<file path="src/rtl/sqi_pkg.sv">
package sqi_pkg;
    parameter int MSE_W    = 16;
    parameter int NUM_THR  = 7;
    parameter int NUM_PAIR = 4;
    parameter int IDX_W    = 3;
    parameter int DATA_W   = 16;
    parameter int ADDR_W   = 4;

    localparam int ADDR_CFG  = 0;
    localparam int ADDR_RES  = 1;
    localparam int ADDR_THR0 = 2;

    localparam int CFG_EN_BIT    = 0;
    localparam int CFG_CAP_BIT   = 1;
    localparam int CFG_PAIR_LSB  = 4;
    localparam int RES_WORST_LSB = 4;
endpackage

</file>
<file path="src/rtl/sqi_index_map.sv">
module sqi_index_map #(
    parameter int MSE_W   = 16,
    parameter int NUM_THR = 7,
    parameter int IDX_W   = 3
) (
    input  logic [MSE_W-1:0]              mse,
    input  logic [NUM_THR-1:0][MSE_W-1:0] thr,
    output logic [IDX_W-1:0]              idx
);
    logic [IDX_W-1:0] cnt_d;

    always_comb begin
        cnt_d = '0;
        for (int i = 0; i < NUM_THR; i++) begin
            if (mse <= thr[i]) cnt_d = cnt_d + IDX_W'(1);
        end
    end

    assign idx = cnt_d;
endmodule

</file>
<file path="src/rtl/sqi_worst_track.sv">
module sqi_worst_track #(
    parameter int IDX_W = 3
) (
    input  logic             clk,
    input  logic             rst_n,
    input  logic             en,
    input  logic             smp_vld,
    input  logic [IDX_W-1:0] smp_idx,
    input  logic             clr,
    output logic [IDX_W-1:0] worst
);
    localparam logic [IDX_W-1:0] BEST = {IDX_W{1'b1}};

    logic [IDX_W-1:0] worst_d, worst_q, base_d;

    always_comb begin
        base_d  = clr ? BEST : worst_q;
        worst_d = base_d;
        if (en && smp_vld && (smp_idx < base_d)) worst_d = smp_idx;
    end

    always_ff @(posedge clk or negedge rst_n) begin
        if (!rst_n) worst_q <= BEST;
        else        worst_q <= worst_d;
    end

    assign worst = worst_q;


    clr_restore_chk: assert property (@(posedge clk) disable iff (!rst_n)
        (clr && !(en && smp_vld)) |=> (worst_q == BEST));


    no_rise_chk: assert property (@(posedge clk) disable iff (!rst_n)
        !clr |=> (worst_q <= $past(worst_q)));


    sample_bound_chk: assert property (@(posedge clk) disable iff (!rst_n)
        (en && smp_vld) |=> (worst_q <= $past(smp_idx)));
endmodule

</file>
<file path="src/rtl/sqi_capture_unit.sv">
module sqi_capture_unit
    import sqi_pkg::*;
#(
    parameter int P_MSE_W    = MSE_W,
    parameter int P_NUM_THR  = NUM_THR,
    parameter int P_NUM_PAIR = NUM_PAIR,
    parameter int P_IDX_W    = IDX_W,
    parameter int P_DATA_W   = DATA_W,
    parameter int P_ADDR_W   = ADDR_W
) (
    input  logic                             clk,
    input  logic                             rst_n,
    input  logic [P_NUM_PAIR*P_MSE_W-1:0]    mse_data,
    input  logic [P_NUM_PAIR-1:0]            mse_vld,
    input  logic                             reg_wr,
    input  logic                             reg_rd,
    input  logic [P_ADDR_W-1:0]              reg_addr,
    input  logic [P_DATA_W-1:0]              reg_wdata,
    output logic [P_DATA_W-1:0]              reg_rdata
);
    localparam int PAIR_W = $clog2(P_NUM_PAIR);

    typedef struct packed {
        logic                                en;
        logic [PAIR_W-1:0]                   pair;
        logic [P_IDX_W-1:0]                  cap_idx;
        logic [P_NUM_THR-1:0][P_MSE_W-1:0]   thr;
        logic [P_NUM_PAIR-1:0][P_MSE_W-1:0]  mse;
    } state_t;

    state_t st_d, st_q;

    logic [P_NUM_PAIR-1:0][P_IDX_W-1:0] smp_idx;
    logic [P_NUM_PAIR-1:0][P_IDX_W-1:0] hold_idx;
    logic [P_NUM_PAIR-1:0][P_IDX_W-1:0] worst;
    logic                               res_rd;
    logic                               cfg_wr;
    logic [PAIR_W-1:0]                  wr_pair;

    assign res_rd  = reg_rd && (reg_addr == P_ADDR_W'(ADDR_RES));
    assign cfg_wr  = reg_wr && (reg_addr == P_ADDR_W'(ADDR_CFG));
    assign wr_pair = reg_wdata[CFG_PAIR_LSB +: PAIR_W];

    for (genvar p = 0; p < P_NUM_PAIR; p++) begin : g_pair
        sqi_index_map #(.MSE_W(P_MSE_W), .NUM_THR(P_NUM_THR), .IDX_W(P_IDX_W)) u_live_map (
            .mse (mse_data[p*P_MSE_W +: P_MSE_W]),
            .thr (st_q.thr),
            .idx (smp_idx[p])
        );
        sqi_index_map #(.MSE_W(P_MSE_W), .NUM_THR(P_NUM_THR), .IDX_W(P_IDX_W)) u_hold_map (
            .mse (st_q.mse[p]),
            .thr (st_q.thr),
            .idx (hold_idx[p])
        );
        sqi_worst_track #(.IDX_W(P_IDX_W)) u_track (
            .clk     (clk),
            .rst_n   (rst_n),
            .en      (st_q.en),
            .smp_vld (mse_vld[p]),
            .smp_idx (smp_idx[p]),
            .clr     (res_rd && (st_q.pair == PAIR_W'(p))),
            .worst   (worst[p])
        );
    end

    always_comb begin
        st_d = st_q;
        for (int p = 0; p < P_NUM_PAIR; p++) begin
            if (mse_vld[p]) st_d.mse[p] = mse_data[p*P_MSE_W +: P_MSE_W];
        end
        if (cfg_wr) begin
            st_d.en   = reg_wdata[CFG_EN_BIT];
            st_d.pair = wr_pair;
            if (reg_wdata[CFG_CAP_BIT] && reg_wdata[CFG_EN_BIT])
                st_d.cap_idx = hold_idx[wr_pair];
        end
        for (int i = 0; i < P_NUM_THR; i++) begin
            if (reg_wr && (reg_addr == P_ADDR_W'(ADDR_THR0 + i)))
                st_d.thr[i] = reg_wdata[P_MSE_W-1:0];
        end
    end

    always_ff @(posedge clk or negedge rst_n) begin
        if (!rst_n) st_q <= '0;
        else        st_q <= st_d;
    end

    always_comb begin
        reg_rdata = '0;
        if (reg_addr == P_ADDR_W'(ADDR_CFG)) begin
            reg_rdata[CFG_EN_BIT]                = st_q.en;
            reg_rdata[CFG_PAIR_LSB +: PAIR_W]    = st_q.pair;
        end else if (reg_addr == P_ADDR_W'(ADDR_RES)) begin
            if (st_q.en) begin
                reg_rdata[P_IDX_W-1:0]               = st_q.cap_idx;
                reg_rdata[RES_WORST_LSB +: P_IDX_W]  = worst[st_q.pair];
            end
        end
        for (int i = 0; i < P_NUM_THR; i++) begin
            if (reg_addr == P_ADDR_W'(ADDR_THR0 + i))
                reg_rdata[P_MSE_W-1:0] = st_q.thr[i];
        end
    end


    off_zero_chk: assert property (@(posedge clk) disable iff (!rst_n)
        (!st_q.en && reg_addr == P_ADDR_W'(ADDR_RES)) |-> (reg_rdata == '0));


    cap_level_chk: assert property (@(posedge clk) disable iff (!rst_n)
        (cfg_wr && reg_wdata[CFG_CAP_BIT]) |=>
            (reg_addr != P_ADDR_W'(ADDR_CFG) || !reg_rdata[CFG_CAP_BIT]));


    cap_hold_chk: assert property (@(posedge clk) disable iff (!rst_n)
        !cfg_wr |=> $stable(st_q.cap_idx));
endmodule

</file>
<file path="config.mk">
export PLATFORM = sky130hd
export DESIGN_NAME = sqi_capture_unit
export DESIGN_NICKNAME = d
export VERILOG_FILES = /design/src/rtl/sqi_pkg.sv /design/src/rtl/sqi_index_map.sv /design/src/rtl/sqi_worst_track.sv /design/src/rtl/sqi_capture_unit.sv
export SDC_FILE = /design/constraint.sdc
export NUM_CORES = 2
export LEC_CHECK = 0
export BUFFER_PORTS_ARGS = -buffer_cell sky130_fd_sc_hd__buf_2
export CORE_MARGIN = 8
export CORE_UTILIZATION = 26
export CTS_BUF_LIST = sky130_fd_sc_hd__clkbuf_2 sky130_fd_sc_hd__clkbuf_4 sky130_fd_sc_hd__clkbuf_8
export CTS_CLUSTER_DIAMETER = 50
export CTS_CLUSTER_SIZE = 24
export DETAILED_ROUTE_END_ITERATION = 7
export PLACE_DENSITY = 0.39
export SYNTH_ARGS = -nofsm -noshare
export SYNTH_HDL_FRONTEND = slang
export SYNTH_HIERARCHICAL = 1
export SYNTH_SLANG_ARGS = --single-unit
</file>
<file path="constraint.sdc">
create_clock -name clk -period 5.3 [get_ports clk]
set_clock_uncertainty 0.05 [all_clocks]
set_input_delay 1.325 -clock clk [delete_from_list [all_inputs] [get_ports clk]]
set_output_delay 1.325 -clock clk [all_outputs]
set_load 0.1 [all_outputs]
</file>
### Yosys cells after proc, flatten, opt, wreduce, memory -nomap -nowiden

Index checks and enable logic that the tools add are counted.

* logic and storage cells: 247
* output and inout bits: 16
* register bits after elaboration: 194

* reduce and logical (&&, ||, !) cells: 25
* equality and inequality tests: 11
* muxes and demuxes: 83
* add/sub/neg operators: 48
* $lt $le $gt $ge: 62

Operators with widths (number)
* $le A16 B16 Y1: 56
* $mux W3: 62
* $add A3 B1 Y3 const B: 40
* $mux W16: 7
* $logic_and A1 B1 Y1: 22
* $add A1 B1 Y2 const B: 8
* $eq A4 B3 Y1 const B: 4
* $bmux W3 S2: 2
* $lt A3 B3 Y1: 4
* $mux W1: 10
* $eq A4 B2 Y1 const B: 2
* $lt A2 B3 Y1 const B: 2
* $eq A2 B2 Y1 const B: 2
* $eq A4 B1 Y1 const B: 1
* $eq A4 B4 Y1 const B: 1
* $logic_not A4 Y1: 1
* $mux W2: 2
* $eq A2 B1 Y1 const B: 1
* $logic_not A2 Y1: 1
* $reduce_and A2 Y1: 1

### Depth between registers and ports, before layout

* depth after elaboration: 17
* gate-level depth with buffers: 29
* mapped depth without buffers: 29

### Hierarchy

Netlist, hierarchy kept.

Modules (own cells, without submodules)
* sqi_index_map: sequential area each 0.0 µm², cells an instance 423, times used 8, area each 3151.8 µm²
* sqi_capture_unit: sequential area each 4554.4 µm², cells an instance 584, times used 1, area each 8172.8 µm²
* sqi_worst_track: sequential area each 78.8 µm², cells an instance 18, times used 4, area each 187.7 µm²

### Worst setup path after synthesis

No wires, ideal clock.

* path type: input -> output
* start: input reg_addr[2]
* end: output reg_rdata[0]
* data arrival time: 5.177 ns
* path slack: -1.252 ns
* stages: 5
* buffers on the path: 3
* required time: 3.925 ns
* cell sequence: buf_4 > clkbuf_1 > clkbuf_1 > a21oi_1 > o41ai_1

* cells in the longest elaborated chain, start to end: 10
* elaborated cells on any way between the ends: 18
* classes of those cells: eq/ne (8); mux (9); reduce/logical (1)

RTL lines
* from (decl): line sqi_capture_unit.sv:17 `input logic [P_ADDR_W-1:0] reg_addr,`
* $eq A4 B1 Y1: line sqi_capture_unit.sv:93 `end else if (reg_addr == P_ADDR_W'(ADDR_RES)) begin`
* $mux W3: line sqi_capture_unit.sv:93
* $mux W1: line sqi_capture_unit.sv:90 `if (reg_addr == P_ADDR_W'(ADDR_CFG)) begin`
* $mux W16 (6 in a row): line sqi_capture_unit.sv:100 `if (reg_addr == P_ADDR_W'(ADDR_THR0 + i))`
* $mux W16 (*): line sqi_capture_unit.sv:100
* to (decl): line sqi_capture_unit.sv:19 `output logic [P_DATA_W-1:0] reg_rdata`

Mark *: on every way between the ends. The rest lies on a longest branch, timed or not.

==> results.tsv <==
stage	metric	value	unit
worst_hold_path	min_path_type	flop to flop	
sta	rsz0062_at_grt	true	
critical_path	cpPeakStageDelay	0.39	ns
power_and_ir_drop	seq_power_share	13.4	%
detailed_routing	wirelength	176	mm
placed_design	dpl_worst_slack	-1.24	ns
worst_hold_path	hold_end	st_q[0]	
critical_path	crit_path_top_delay_cell	a311o_1	
detailed_routing	routedWlPerCell	26.7	um
critical_path	cp-end-kind	flop	
yosys	synth_seq_area_share	14.3	%
power_and_ir_drop	leakagePower	23.0	nW
detailed_routing	route.detailed.drc	0	
yosys	synthSimpleGateAreaFrac	12.4	%
critical_path	crit_path_frequent_cell	o21a_1	
yosys	synthArstFlopShare	100	%
critical_path	rrSetupSlack	-0.36	ns
power_and_ir_drop	combPwrFrac	80.5	%
yosys	yosysWarnings	6	
clocking	cts_made_buffers	17	
critical_path	reg2reg_from	st_q[65]	
worst_hold_path	min_from	st_q[0]	
detailed_routing	vias_per_cell	5.07	
power_and_ir_drop	switchingPower	0.00967	W
yosys	synth-compound-area-share	16.7	%
global_route	gr-total-overflow	0	
clocking	cts_hold_buf	0	
final_layout	final_cells	6617	
global_route	antenna_found_initial	16	
power_and_ir_drop	intPower	0.0102	W
critical_path	r2r_end	st_q[178]	
yosys	synth_cell_type_count	75	
worst_hold_path	hold_depth	1	
outcome	violations	setup timing	
sta	hold_viol_final	0	
placed_design	place_inst	6540	
sta	period_share	108	%
detailed_routing	drt_iter0_markers	2606	
sta	setup_tns	-5.38	ns
yosys	synth_seq_cells	194	
outcome	status	finished with violations	
yosys	synth_fa_ha_area_share	34.9	%
placed_design	numPortBuffers	107	
clocking	cts-root-buf	clkbuf_8	
global_route	grt_pass1_vias	32300	
yosys	synth-edff-count	0	
clocking	cts_max_path_buffers	2	
critical_path	cp.required	5.79	ns
yosys	synth_flop_cell	dfrtp_1	
critical_path	critPathLaunchType	input port	
final_layout	fin_util	34.3	%
sta	min_period	5.73	ns
final_layout	most-common-layout-cells	inv_1 (908), ha_1 (904), buf_4 (638)	
floorplan	dieArea	143000	sq um
flow_run	maxCapViolations	0	
power_and_ir_drop	p_per_area	443	nW/um^2
global_route	grt_max_degree	77	
final_layout	mostFrequentLayoutCell	inv_1	
sta	layout_setup_ws	-0.432	ns
floorplan	rows	133	
critical_path	crit_arrival	6.22	ns
clocking	cts_max_level	4	
yosys	syn_avg_cell_area	8.45	sq um
critical_path	reg2reg_depth	30	
clocking	cts_tree	done	
placed_design	gp_congestion	0.933	
yosys	netlist_area	34100	sq um
critical_path	path_max_fanout	3	
placed_design	dp_hpwl	141	mm
sta	max_freq	174	MHz
detailed_routing	first_pass_iters	6	
global_route	track_usage	24.1	%
power_and_ir_drop	p_sw_share	48.6	%
final_layout	area_growth	31.5	%
final_layout	drive_above_1_share	27.5	%
detailed_routing	vias	33500	
clocking	clkSlewWorstSetupHoldPaths	0.15	ns
floorplan	dieHeight	378	um
sta	worst_pin_slew	1.23	ns
power_and_ir_drop	max-vdd-ir-drop	0.662	mV
final_layout	final_area	44900	sq um
yosys	synthMuxAreaShare	8.01	%
yosys	synthCells	4040	
yosys	synth_xor_area_share	2.90	%
detailed_routing	antenna_left	0	
critical_path	setup.worst_path.class	input port to flop	
global_route	grt_pass1_wl	244	mm
floorplan	ios	108	
placed_design	place_area	43100	sq um
floorplan	initial_core_util	26.1	%
floorplan	design.core.area	131000	sq um
final_layout	nNetsFinal	5889	
clocking	cts_sinks	194	
yosys	synth_top_family_by_area	adder cells	
yosys	syn_nets	5084	
sta	slew_viol_final	0	
sta	max-slew-margin-rel	17.7	%
sta	setup-violations-final	14	
clocking	worstSkewPairLatency	0.60	ns
power_and_ir_drop	clock_power_share	6.1	%
floorplan	die_x	378	um
==> power by group through the flow <==
stage | Combinational (W) | Sequential (W) | Clock (W)
floorplan | 0.00813 | 0.00234 | 0
global placement | 0.0144 | 0.00266 | 0
detailed placement | 0.0145 | 0.00266 | 0
CTS | 0.0153 | 0.00263 | 0.00126
global route | 0.0175 | 0.00265 | 0.00129
finish | 0.0160 | 0.00267 | 0.00122
==> sequential cells by signal (all words and copies together), names as in the netlist <==
signal                count
g_pair.u_track/worst     12
st_q                    182
==> synth_stat cells (50+ instances only) <==
cell type / number / area, sq um
inv_1: 935 / 3510
nand4_1: 165 / 1030
dfrtp_1: 182 / 4550
a21oi_1: 264 / 1320
nor3_1: 50 / 250
nand2_1: 142 / 533
o21a_1: 88 / 661
ha_1: 952 / 11900
mux2_2: 195 / 2200
nor2_1: 125 / 469
nor2b_1: 71 / 444
a21o_1: 136 / 1020
o21ai_0: 116 / 581
nand3_1: 56 / 280
==> cells by family (layout without fill, tap and decap cells) <==
family,after synthesis,in the layout
adder cells (fa/ha/maj),952,952
flip-flops,194,194
multiplexers,235,235
AO/OA/AOI/OAI,852,852
buffers and inverters,975,1793
XOR/XNOR,64,64
other,0,4
AND/OR/NAND/NOR,768,768
==> through the flow <==
stage                     total power (W)  hold slack [ns]
after global routing               0.0214            0.489
after CTS                          0.0192            0.481
after floorplan                    0.0105            0.429
after detailed placement           0.0171            0.446
after global placement             0.0170            0.455
final                              0.0199            0.491
==> worst max-delay path, delay by kind of cell <==
kind	cells	cell delay [ns]
AOI/OAI and AO/OA	12	1.91
xor gates and xnor gates	1	0.26
adders and majority gates	7	1.63
buffers and inverters	3	0.21
muxes	2	0.46
and+or+nand+nor	4	0.42
==> cell type report <==
cell class	count	area [sq um]
Multi-Input combinational cell	2871	26700
Fill cell	13800	86100
Antenna cell	4	10.0
Clock inverter	13	170
Inverter	935	3550
Timing Repair Buffer	826	7140
Sequential cell	194	4870
Tap cell	1755	2200
Clock buffer	19	255
==> repair_timing <==
item | in CTS | in global routing
pin swaps | 62 | 52
setup endpoints to repair | 14 | 14
setup buffers | 31 | 14
gates resized for setup | 164 | 92
==> metal layers <==
| layer | global-route usage (%) | share of wire, % |
|---|---|---|
| met1 | 34.1 | 48 |
| met2 | 37.5 | 43 |
| met3 | 2.32 | 4.7 |
| met4 | 9.63 | 4.6 |
| met5 | 0 | 0.0079 |
==> how the worst max path moves through the flow <==
stage | end | startpoint | slack [ns]
detailed placement | g_pair[0].u_track/worst[2] | mse_data[9] | -1.24
global route | g_pair[3].u_track/worst[1] | mse_data[48] | -0.68
CTS | g_pair[0].u_track/worst[0] | mse_data[1] | -0.37
finish | g_pair[3].u_track/worst[0] | mse_data[49] | -0.43
global placement | g_pair[0].u_track/worst[1] | mse_data[9] | -1.25
floorplan | g_pair[0].u_track/worst[0] | mse_data[1] | -0.67
Note: power is estimated with default switching activity, not from simulation.
